**config.mk**
```make
export PLATFORM = sky130hd
export DESIGN_NAME = uart_rx_queue
export DESIGN_NICKNAME = d
export VERILOG_FILES = /design/src/rtl/rxq_pkg.sv /design/src/rtl/rxq_store.sv /design/src/rtl/rxq_timer.sv /design/src/rtl/rxq_cause.sv /design/src/rtl/uart_rx_queue.sv
export SDC_FILE = /design/constraint.sdc
export NUM_CORES = 1
export LEC_CHECK = 0
export CAP_MARGIN = 20
export CORE_ASPECT_RATIO = 1.4
export CORE_MARGIN = 5
export CORE_UTILIZATION = 59
export DETAILED_ROUTE_END_ITERATION = 12
export DONT_BUFFER_PORTS = 1
export PLACE_DENSITY = 0.75
export SYNTH_ARGS = -nofsm -noshare
export SYNTH_HDL_FRONTEND = slang
export SYNTH_SLANG_ARGS = --single-unit
```
**constraint.sdc**
```tcl
create_clock -name clk -period 2.8 [get_ports clk]
set_input_delay 0.28 -clock clk [delete_from_list [all_inputs] [get_ports clk]]
set_output_delay 0.28 -clock clk [all_outputs]
set_load 0.02 [all_outputs]
```
**src/rtl/rxq_pkg.sv**
```systemverilog
package rxq_pkg;

  typedef struct packed {
    logic       frm;
    logic       par;
    logic       brk;
    logic [7:0] data;
  } rxq_entry_t;

  localparam int WORD_W = 12;

  // Bits 7:0 data, 8 valid, 9 break, 10 parity, 11 frame.
  function automatic logic [WORD_W-1:0] pack_word(input rxq_entry_t e);
    return {e.frm, e.par, e.brk, 1'b1, e.data};
  endfunction

  function automatic logic level_above(input logic [4:0] lvl, input logic [4:0] thr);
    return lvl > thr;
  endfunction

  function automatic logic tmo_hit(input logic [3:0] cnt, input logic [3:0] lim);
    return (lim != 4'd0) && (cnt >= lim);
  endfunction

endpackage

```
**src/rtl/rxq_store.sv**
```systemverilog
module rxq_store
  import rxq_pkg::*;
#(
  parameter int DEPTH = 16,
  parameter int CW    = $clog2(DEPTH + 1)
) (
  input  logic          clk,
  input  logic          rst_n,
  input  logic          clr,
  input  logic          push,
  input  rxq_entry_t    push_ent,
  input  logic          pop,
  output rxq_entry_t    head,
  output logic [CW-1:0] count,
  output logic          empty,
  output logic          full,
  output logic          do_push,
  output logic          do_pop,
  output logic          drop
);
  localparam int AW = (DEPTH > 1) ? $clog2(DEPTH) : 1;

  rxq_entry_t    mem [DEPTH];
  logic [AW-1:0] wr_ptr, rd_ptr;

  function automatic logic [AW-1:0] next_ptr(input logic [AW-1:0] p);
    return (p == AW'(DEPTH - 1)) ? '0 : p + AW'(1);
  endfunction

  assign empty   = (count == '0);
  assign full    = (count == CW'(DEPTH));
  assign do_pop  = pop && !empty && !clr;
  assign do_push = push && !clr && (!full || do_pop);
  assign drop    = push && !clr && full && !do_pop;
  assign head    = mem[rd_ptr];

  always_ff @(posedge clk) begin
    if (do_push) mem[wr_ptr] <= push_ent;
  end

  always_ff @(posedge clk or negedge rst_n) begin
    if (!rst_n) begin
      wr_ptr <= '0;
      rd_ptr <= '0;
      count  <= '0;
    end else if (clr) begin
      wr_ptr <= '0;
      rd_ptr <= '0;
      count  <= '0;
    end else begin
      if (do_push) wr_ptr <= next_ptr(wr_ptr);
      if (do_pop)  rd_ptr <= next_ptr(rd_ptr);
      case ({do_push, do_pop})
        2'b10:   count <= count + CW'(1);
        2'b01:   count <= count - CW'(1);
        default: count <= count;
      endcase
    end
  end

  p_cnt_bound_r4: assert property (@(posedge clk) disable iff (!rst_n)
    count <= CW'(DEPTH));

  p_drop_full_r4: assert property (@(posedge clk) disable iff (!rst_n)
    drop |=> (count == CW'(DEPTH)));

  p_clear_empty_r5: assert property (@(posedge clk) disable iff (!rst_n)
    clr |=> (count == '0));

  p_swap_full_r10: assert property (@(posedge clk) disable iff (!rst_n)
    (full && push && pop && !clr) |=> (count == CW'(DEPTH)));

endmodule

```
**src/rtl/rxq_timer.sv**
```systemverilog
module rxq_timer
  import rxq_pkg::*;
#(
  parameter int TW = 4
) (
  input  logic          clk,
  input  logic          rst_n,
  input  logic          clr,
  input  logic          restart,
  input  logic          held,
  input  logic          tick,
  input  logic [TW-1:0] limit,
  output logic          expired
);
  logic [TW-1:0] cnt;

  always_ff @(posedge clk or negedge rst_n) begin
    if (!rst_n)                            cnt <= '0;
    else if (clr || restart || !held)      cnt <= '0;
    else if (tick && (cnt != {TW{1'b1}}))  cnt <= cnt + TW'(1);
  end

  assign expired = held && tmo_hit(cnt, limit);

  p_tmo_restart_r7: assert property (@(posedge clk) disable iff (!rst_n)
    (restart || clr) |=> (cnt == '0));

endmodule

```
**src/rtl/rxq_cause.sv**
```systemverilog
module rxq_cause
  import rxq_pkg::*;
#(
  parameter int CW = 5
) (
  input  logic          clk,
  input  logic          rst_n,
  input  logic          clr,
  input  logic          drop,
  input  logic [CW-1:0] count,
  input  logic [CW-1:0] thresh,
  input  logic          tmo,
  input  logic [2:0]    en,
  output logic [2:0]    stat,
  output logic          irq
);
  logic ovr;

  always_ff @(posedge clk or negedge rst_n) begin
    if (!rst_n)    ovr <= 1'b0;
    else if (clr)  ovr <= 1'b0;
    else if (drop) ovr <= 1'b1;
  end

  assign stat = {tmo, level_above(count, thresh), ovr};
  assign irq  = |(stat & en);

  p_ovr_set_r4: assert property (@(posedge clk) disable iff (!rst_n)
    drop |=> ovr);

  p_ovr_hold_r5: assert property (@(posedge clk) disable iff (!rst_n)
    (ovr && !clr) |=> ovr);

endmodule

```
**src/rtl/uart_rx_queue.sv**
```systemverilog
module uart_rx_queue
  import rxq_pkg::*;
#(
  parameter int DEPTH = 16,
  parameter int TW    = 4,
  localparam int CW   = $clog2(DEPTH + 1)
) (
  input  logic              clk,
  input  logic              rst_n,
  input  logic              rx_stb,
  input  logic [7:0]        rx_data,
  input  logic              rx_brk,
  input  logic              rx_par,
  input  logic              rx_frm,
  input  logic              char_tick,
  input  logic              rd_en,
  input  logic              q_clear,
  input  logic [CW-1:0]     lvl_thresh,
  input  logic [TW-1:0]     tmo_chars,
  input  logic [2:0]        irq_en,
  output logic [WORD_W-1:0] rd_word,
  output logic [CW-1:0]     level,
  output logic              not_empty,
  output logic [2:0]        stat,
  output logic              irq
);
  rxq_entry_t in_ent, head;
  logic       empty, full, do_push, do_pop, drop, tmo_w;

  assign in_ent = '{frm: rx_frm, par: rx_par, brk: rx_brk, data: rx_data};

  rxq_store #(.DEPTH(DEPTH), .CW(CW)) u_store (
    .clk(clk), .rst_n(rst_n), .clr(q_clear),
    .push(rx_stb), .push_ent(in_ent), .pop(rd_en),
    .head(head), .count(level), .empty(empty), .full(full),
    .do_push(do_push), .do_pop(do_pop), .drop(drop)
  );

  rxq_timer #(.TW(TW)) u_timer (
    .clk(clk), .rst_n(rst_n), .clr(q_clear),
    .restart(do_push || do_pop), .held(!empty),
    .tick(char_tick), .limit(tmo_chars), .expired(tmo_w)
  );

  rxq_cause #(.CW(CW)) u_cause (
    .clk(clk), .rst_n(rst_n), .clr(q_clear), .drop(drop),
    .count(level), .thresh(lvl_thresh), .tmo(tmo_w), .en(irq_en),
    .stat(stat), .irq(irq)
  );

  assign not_empty = !empty;

  always_ff @(posedge clk or negedge rst_n) begin
    if (!rst_n)      rd_word <= '0;
    else if (rd_en)  rd_word <= do_pop ? pack_word(head) : '0;
  end

  p_rd_empty_r3: assert property (@(posedge clk) disable iff (!rst_n)
    (rd_en && (level == '0)) |=> (rd_word == '0));

  p_tmo_empty_r7: assert property (@(posedge clk) disable iff (!rst_n)
    (level == '0) |-> !stat[2]);

  p_irq_cause_r8: assert property (@(posedge clk) disable iff (!rst_n)
    irq |-> (stat != 3'b000));

  p_full_unused_r4: assert property (@(posedge clk) disable iff (!rst_n)
    full |-> not_empty);

endmodule

```
; ---- Word level (Yosys, flattened, before mapping)
; Memory sizes are Yosys's and may differ from the RTL's.
; Cells that the tools add are included.
[totals]
mem_count = 1
out_inout_bits = 22
reg_bits = 30
ram_bits = 176
input_bits = 29
elab_cells = 61
[memory_table]
columns = memory, depth, word_bits, rd, rd_clocked_by_memory_dff, wr, line_no
row1 = u_store.mem, 16, 11, 1, 0, 1, rxq_store.sv:23  ; rxq_entry_t mem [DEPTH];
[op_classes]
n_lt_le_gt_ge = 2
n_reduce_logical = 25
eq_ne = 6
bitwise = 1
n_mux = 15
n_addsub = 5
[op_table]
columns = operator, count
row1 = 4-bit 2-to-1 mux, 8
row2 = "4-bit by 1-bit adder with 4-bit output, second input constant", 3
row3 = 12-bit 2-to-1 mux, 1
row4 = 5-bit case mux with 2 select lines, 1
row5 = 1-bit logical AND, 9
row6 = "4-bit == test, second input constant", 2
row7 = 2-bit nonzero test, 4
row8 = "5-bit by 1-bit adder with 5-bit output, second input constant", 1
row9 = "5-bit == test, second input constant", 1
row10 = 5-bit greater-than comparator, 1
row11 = 5-bit logical NOT, 1
row12 = 5-bit 2-to-1 mux, 1
row13 = "5-bit by 1-bit subtractor with 5-bit output, second input constant", 1
row14 = 4-bit >= comparator, 1
row15 = 1-bit logical NOT, 4
row16 = 1-bit logical OR, 4
row17 = 1-bit 2-to-1 mux, 4
row18 = "4-bit inequality test, second input constant", 1
row19 = 4-bit nonzero test, 1
row20 = 3-bit bitwise AND, 1
row21 = 3-bit nonzero test, 1
row22 = 3-bit OR reduction, 1
row23 = "2-bit by 1-bit == test with 1-bit output, second input constant", 1
row24 = "2-bit == test, second input constant", 1

; ---- Longest topological paths before layout
[depth]
word_depth = 10
depth_mapped = 10
mapped_depth_nobuf = 9

; ---- Modules after synthesis
; From an unflattened synthesis, not the netlist that was laid out.
[unflattened]
hier_cells = 567
hier_area_um2 = 8775.9
[modules_own_cells]
columns = module, instances, area_per_inst_um2, cells_each, seq_area_each_um2
row1 = rxq_store, 1, 7766.2, 454, 5610.4
row2 = uart_rx_queue, 1, 494.2, 51, 300.3
row3 = rxq_timer, 1, 322.8, 37, 100.1
row4 = rxq_cause, 1, 192.7, 25, 25.0

; ---- Least setup slack after synthesis
; No wires, ideal clock.
[synth_timing]
path_type = register to register
startpoint = reg u_store.count[1]
endpoint = reg u_store.count[4]
path_buffers = 0
period_less_slack_ps = 2394
path_slack_ps = 406
arrival_time_ps = 2294
t_required_ps = 2700
setup_time_ps = 100
path_stages_with_launch = 9
cell_sequence = dfrtp_1 -> or4_4 -> o21ai_2 -> xnor2_1 -> ha_1 -> a21o_1 -> a31oi_1 -> a221oi_1 -> nor4bb_1
[synth_between]
elab_chain_cells = 9
elab_cells_between_ends = 15
classes_between = 2 x add/sub / 3 x eq/ne / 2 x mux / 8 x reduce/logical
[synth_rtl]
columns = item, line_no
row1 = from (decl), rxq_store.sv:14  ; output logic [CW-1:0] count,
row2 = from (signal assigned), rxq_store.sv:54  ; 2'b10: count <= count + CW'(1);
row3 = from (signal assigned), rxq_store.sv:55  ; 2'b01: count <= count - CW'(1);
row4 = from (signal assigned), rxq_store.sv:56  ; default: count <= count;
row5 = 5-bit logical NOT, rxq_store.sv:30  ; assign empty = (count == '0);
row6 = 1-bit logical NOT, rxq_store.sv:32  ; assign do_pop = pop && !empty && !clr;
row7 = 1-bit logical AND (2 in a row), rxq_store.sv:32
row8 = 1-bit logical OR, rxq_store.sv:33  ; assign do_push = push && !clr && (!full || do_pop);
row9 = 1-bit logical AND, rxq_store.sv:33
row10 = 2-bit by 1-bit == test with 1-bit output or 2-bit == test (tied branches), rxq_store.sv:53  ; case ({do_push, do_pop})
row11 = 5-bit case mux with 2 select lines, rxq_store.sv:53
row12 = 5-bit 2-to-1 mux, rxq_store.sv:46  ; end else if (clr) begin
; Several ways; a longest one is shown, not always the timed one.
; A chain may end at the register's enable or synchronous reset.

; ---- Worst setup path after layout
[layout_timing]
startpoint = reg u_store.count[1]
endpoint = out irq
[layout_between]
elab_cells_between_ends = 6
classes_between = 1 x order compare / 1 x bitwise / 4 x reduce/logical
[layout_lines]
columns = item, line_no
row1 = 5-bit greater-than comparator, rxq_pkg.sv:18  ; return lvl > thr;
row2 = via stat[1], uart_rx_queue.sv:24  ; output logic [2:0] stat,
row3 = 3-bit bitwise AND, rxq_cause.sv:26  ; assign irq = |(stat & en);
row4 = 3-bit OR reduction, rxq_cause.sv:26
row5 = to (decl), uart_rx_queue.sv:25  ; output logic irq
; The timed path passes the listed nets, and every way through them passes these cells.

==> key figures <==
Outcome
  – Outcome: completed

Cells and area
  – Fill count: 900
  – Nets: roughly 580
  – Sequential cell area: 6040 µm²
  – Number of antenna diodes: 0
  – Share of cells above drive strength 1: 0.229
  – Multi-input logic area: 2400 µm²
  – Synthesis-to-finish area growth: 13.8%

Routing
  – Routed wl met3: 959 µm
  – Initial drt markers: 387
  – Top Layer Used: met5
  – Routed met2 length: 9010 µm
  – Routed Antenna Nets: 0
  – Via/cell ratio: approximately 6.2
  – WL met1: 6670 µm
  – Wire length per cell: 23.3 µm
  – DRC: 0
  – Total Wirelength: about 17000 µm
  – DRT Pass-1 Iters: 5
  – Vias post-DR: around 4500

Pwr
  – Switch Pwr: 2180 µW
  – Combinational power share: 0.216
  – Worst IR drop on VDD: 0.576 mV
  – Int Power: a little under 6000 µW
  – Switching share of power: 0.272
  – Sequential Power Share: 0.461
  – Clock network power share: 0.324
  – Leak: between 0.003 and 0.004 µW
  – PwrDens: 819 nW/µm²

Timing
  – RSZ-0062 raised after global routing: no
  – Worst-Margin Slew: between 0.6 and 0.7 ns
  – Pins Over Slew Limit: 0
  – Setup violators final: 0
  – Final Skew: 0.00996 ns
  – Fin crit period: 2.66 ns
  – Setup TNS: 0 ns
  – Worst slew margin: 0.570
  – Crit share post-route: 0.949
  – Fmax: 376 MHz
  – Worst hold slack: 0.0188 ns
  – Hold Fails Final Rpt: 0

Worst setup path
  – CP delay by family, top: compound AO/OA/AOI/OAI gates
  – Arrival time at the worst endpoint: about 2.4 ns
  – Crit Path Max Fanout: 8
  – CP Launch Point: u_store.count[1]
  – Crit-path cells: buf_4, ha_1, nor2b_1, o21ai_0, a21oi_2, a22oi_1, o31ai_1, buf_4
  – Worst path most repeated cell: buf_4
  – Crit end category: output pin
  – Critical R2R Capture: u_store.mem[2][9]
  – Critical path buffers and inverters: 2
  – Worst path max stage delay: 0.39 ns
  – Slowest cell on crit path: dfrtp_1
  – Crit. path cell count: 8
  – Startpoint types: flop
  – WP data required: 2.52 ns
  – R2R setup slack: 0.34 ns
  – Worst reg2reg path depth: 7
  – Worst R2R Start: u_store.count[1]
  – Crit Path Category: flop to output pin

Synthesis
  – Asr flop ratio synth: 0.146
  – Synthesized instance count: 489
  – Synth top area cells: edfxtp_1 61%, mux4_2 12%, dfrtp_1 8.7%
  – Most frequent cells after synthesis: 176 x edfxtp_1, 44 x mux4_2, 30 x dfrtp_1
  – Post-synthesis area per instance: roughly 18 µm²
  – Post-synthesis cell area: around 8600 µm²
  – Sequential share of the synthesized area: 0.702
  – Post-synthesis register bit count: 206
  – Most common cell in the netlist: edfxtp_1
  – Distinct cell type count after synthesis: 46
  – Net count after synthesis: around 540
  – Post-synth EDFFs: 176
  – Syn. warnings: 0
  – Yosys top cell area share: 0.614
  – Prevailing post-synth register cell: edfxtp_1
  – Area leader, netlist: edfxtp_1

Place
  – DP Wirelength: 10700 µm
  – PortBufs: 0
  – RD Place Congestion: between 0.7 and 0.8

Global route
  – Vias in the first global route: 4808
  – First-pass GRT wire length: 27400 µm
  – Largest net degree at the start of global routing: 49
  – Total Routing Usage GR: 0.206
  – Total grt overflow: 0
  – Antenna violations before repair: 1

Clocking
  – TritonCTS Sinks: 206
  – Clk Latency, worst-skew pair: 0.48 ns
  – Post-CTS Setup Bufs: 0
  – Clock transition at path regs: 0.07 ns
  – Htree depth: 1
  – Total CTS buffers: 19
  – CTS tree: done
  – Clock Path Buffers: 3
  – Root buffer cell: clkbuf_16

Hold path
  – HP Class: input port to flop
  – Worst Min Path Start: rx_stb
  – Hold Path Stages: 2
  – Hold Crit Endpoint: u_cause.ovr

Floorplanning
  – Top Ports: 51
  – Placeable Area: approximately 14000 µm²
  – Total Die Area: about 17000 µm²
  – Die Y: roughly 150 µm
  – Initial Util: 0.598
  – Core Rows: 52
  – Die Wd: between 100 and 150 µm

Run
  – Max_cap viols: 0
## power by group through the flow
stage | logic, µW | clock network, µW | registers [µW]
after floorplan | 1240 | 0 | 3720
after global placement | 1600 | 0 | 3750
after detailed placement | 1630 | 0 | 3760
after CTS | 1710 | 2630 | 3700
after global routing | 1880 | 2750 | 3720
final | 1730 | 2600 | 3690
## worst max path at each step
stage / to
CTS: irq
finish: irq
global placement: u_store.mem[5][0]
global route: irq
detailed placement: u_store.mem[2][0]
floorplan: u_store.count[4]
## metrics by stage
stage / power [µW] / cells / setup WS, ns / area [µm²] / utilization
4_1_cts: 8040 / 731 / 0.0123 / 9780 / 0.680
6_report: 8020 / 731 / 0.144 / 9790 / 0.681
2_1_floorplan: 4960 / 489 / 0.406 / 8600 / -
3_3_place_gp: 5350 / 682 / 0.433 / 8990 / 0.625
3_5_place_dp: 5390 / 682 / 0.379 / 8990 / 0.625
5_1_grt: 8350 / 731 / 0.0192 / 9790 / 0.681
## flip-flops by register name, indices dropped and copies added (netlist names)
name,cells
rd_word,12
u_cause.ovr,1
u_store.count,5
u_store.mem,176
u_store.rd_ptr,4
u_store.wr_ptr,4
u_timer.cnt,4
## logic make-up after synthesis
group           Yosys count  synth area share
mux                      69             0.146
compound gates           61            0.0487
buf+inv                  43            0.0209
xor+xnor                  7           0.00713
fa+ha+maj                17            0.0247
simple gates             86            0.0510
flops                   206             0.702
## final cells by class
| cell class | count | area share |
|---|---|---|
| clock inverters | 10 | 0.0132 |
| flip-flops and latches | 206 | 0.617 |
| multi-input cells | 240 | 0.245 |
| inverters | 17 | 0.00652 |
| clock buffers | 23 | 0.0501 |
| repair buffers | 46 | 0.0442 |
| well taps | 189 | 0.0242 |
## cell usage in the layout, fill, tap and decap left out, types with 4 or more instances in the layout
master / instances
edfxtp_1: 176
mux4_2: 44
nor2_1: 27
buf_4: 27
dfrtp_1: 27
a21oi_1: 23
clkbuf_16: 19
inv_1: 17
ha_1: 17
dlygate4sd3_1: 15
mux2i_1: 14
nand2_1: 13
and2_1: 12
mux2_2: 11
o2bb2ai_1: 11
nand3_1: 9
and3_1: 5
nor3_1: 4
xnor2_1: 4
clkbuf_1: 4
buf_12: 4
## repair_timing
item / 4_1_cts / 5_1_grt
endpoints found under the hold margin: 222 / 0
gates resized for setup: 1 / 2
setup endpoints to repair: 1 / 1
gates cloned: 0 / 0
hold buffers: 16 / 0
## per-layer routing
metal | vias up | global-route usage
met5 | - | 0
met4 | 2 | 0.0607
met3 | 32 | 0.0356
met1 | 2335 | 0.271
met2 | 142 | 0.356
li1 | 2004 | -
## worst register-to-register path: cells and delay by family, from the launching register on
kind	cells	cell delay (ns)
and+or+nand+nor	4	0.84
AOI/OAI and AO/OA	1	0.50
buffers and inverters	2	0.45
DFF	1	0.36
Note: power is estimated with default switching activity, not from simulation.
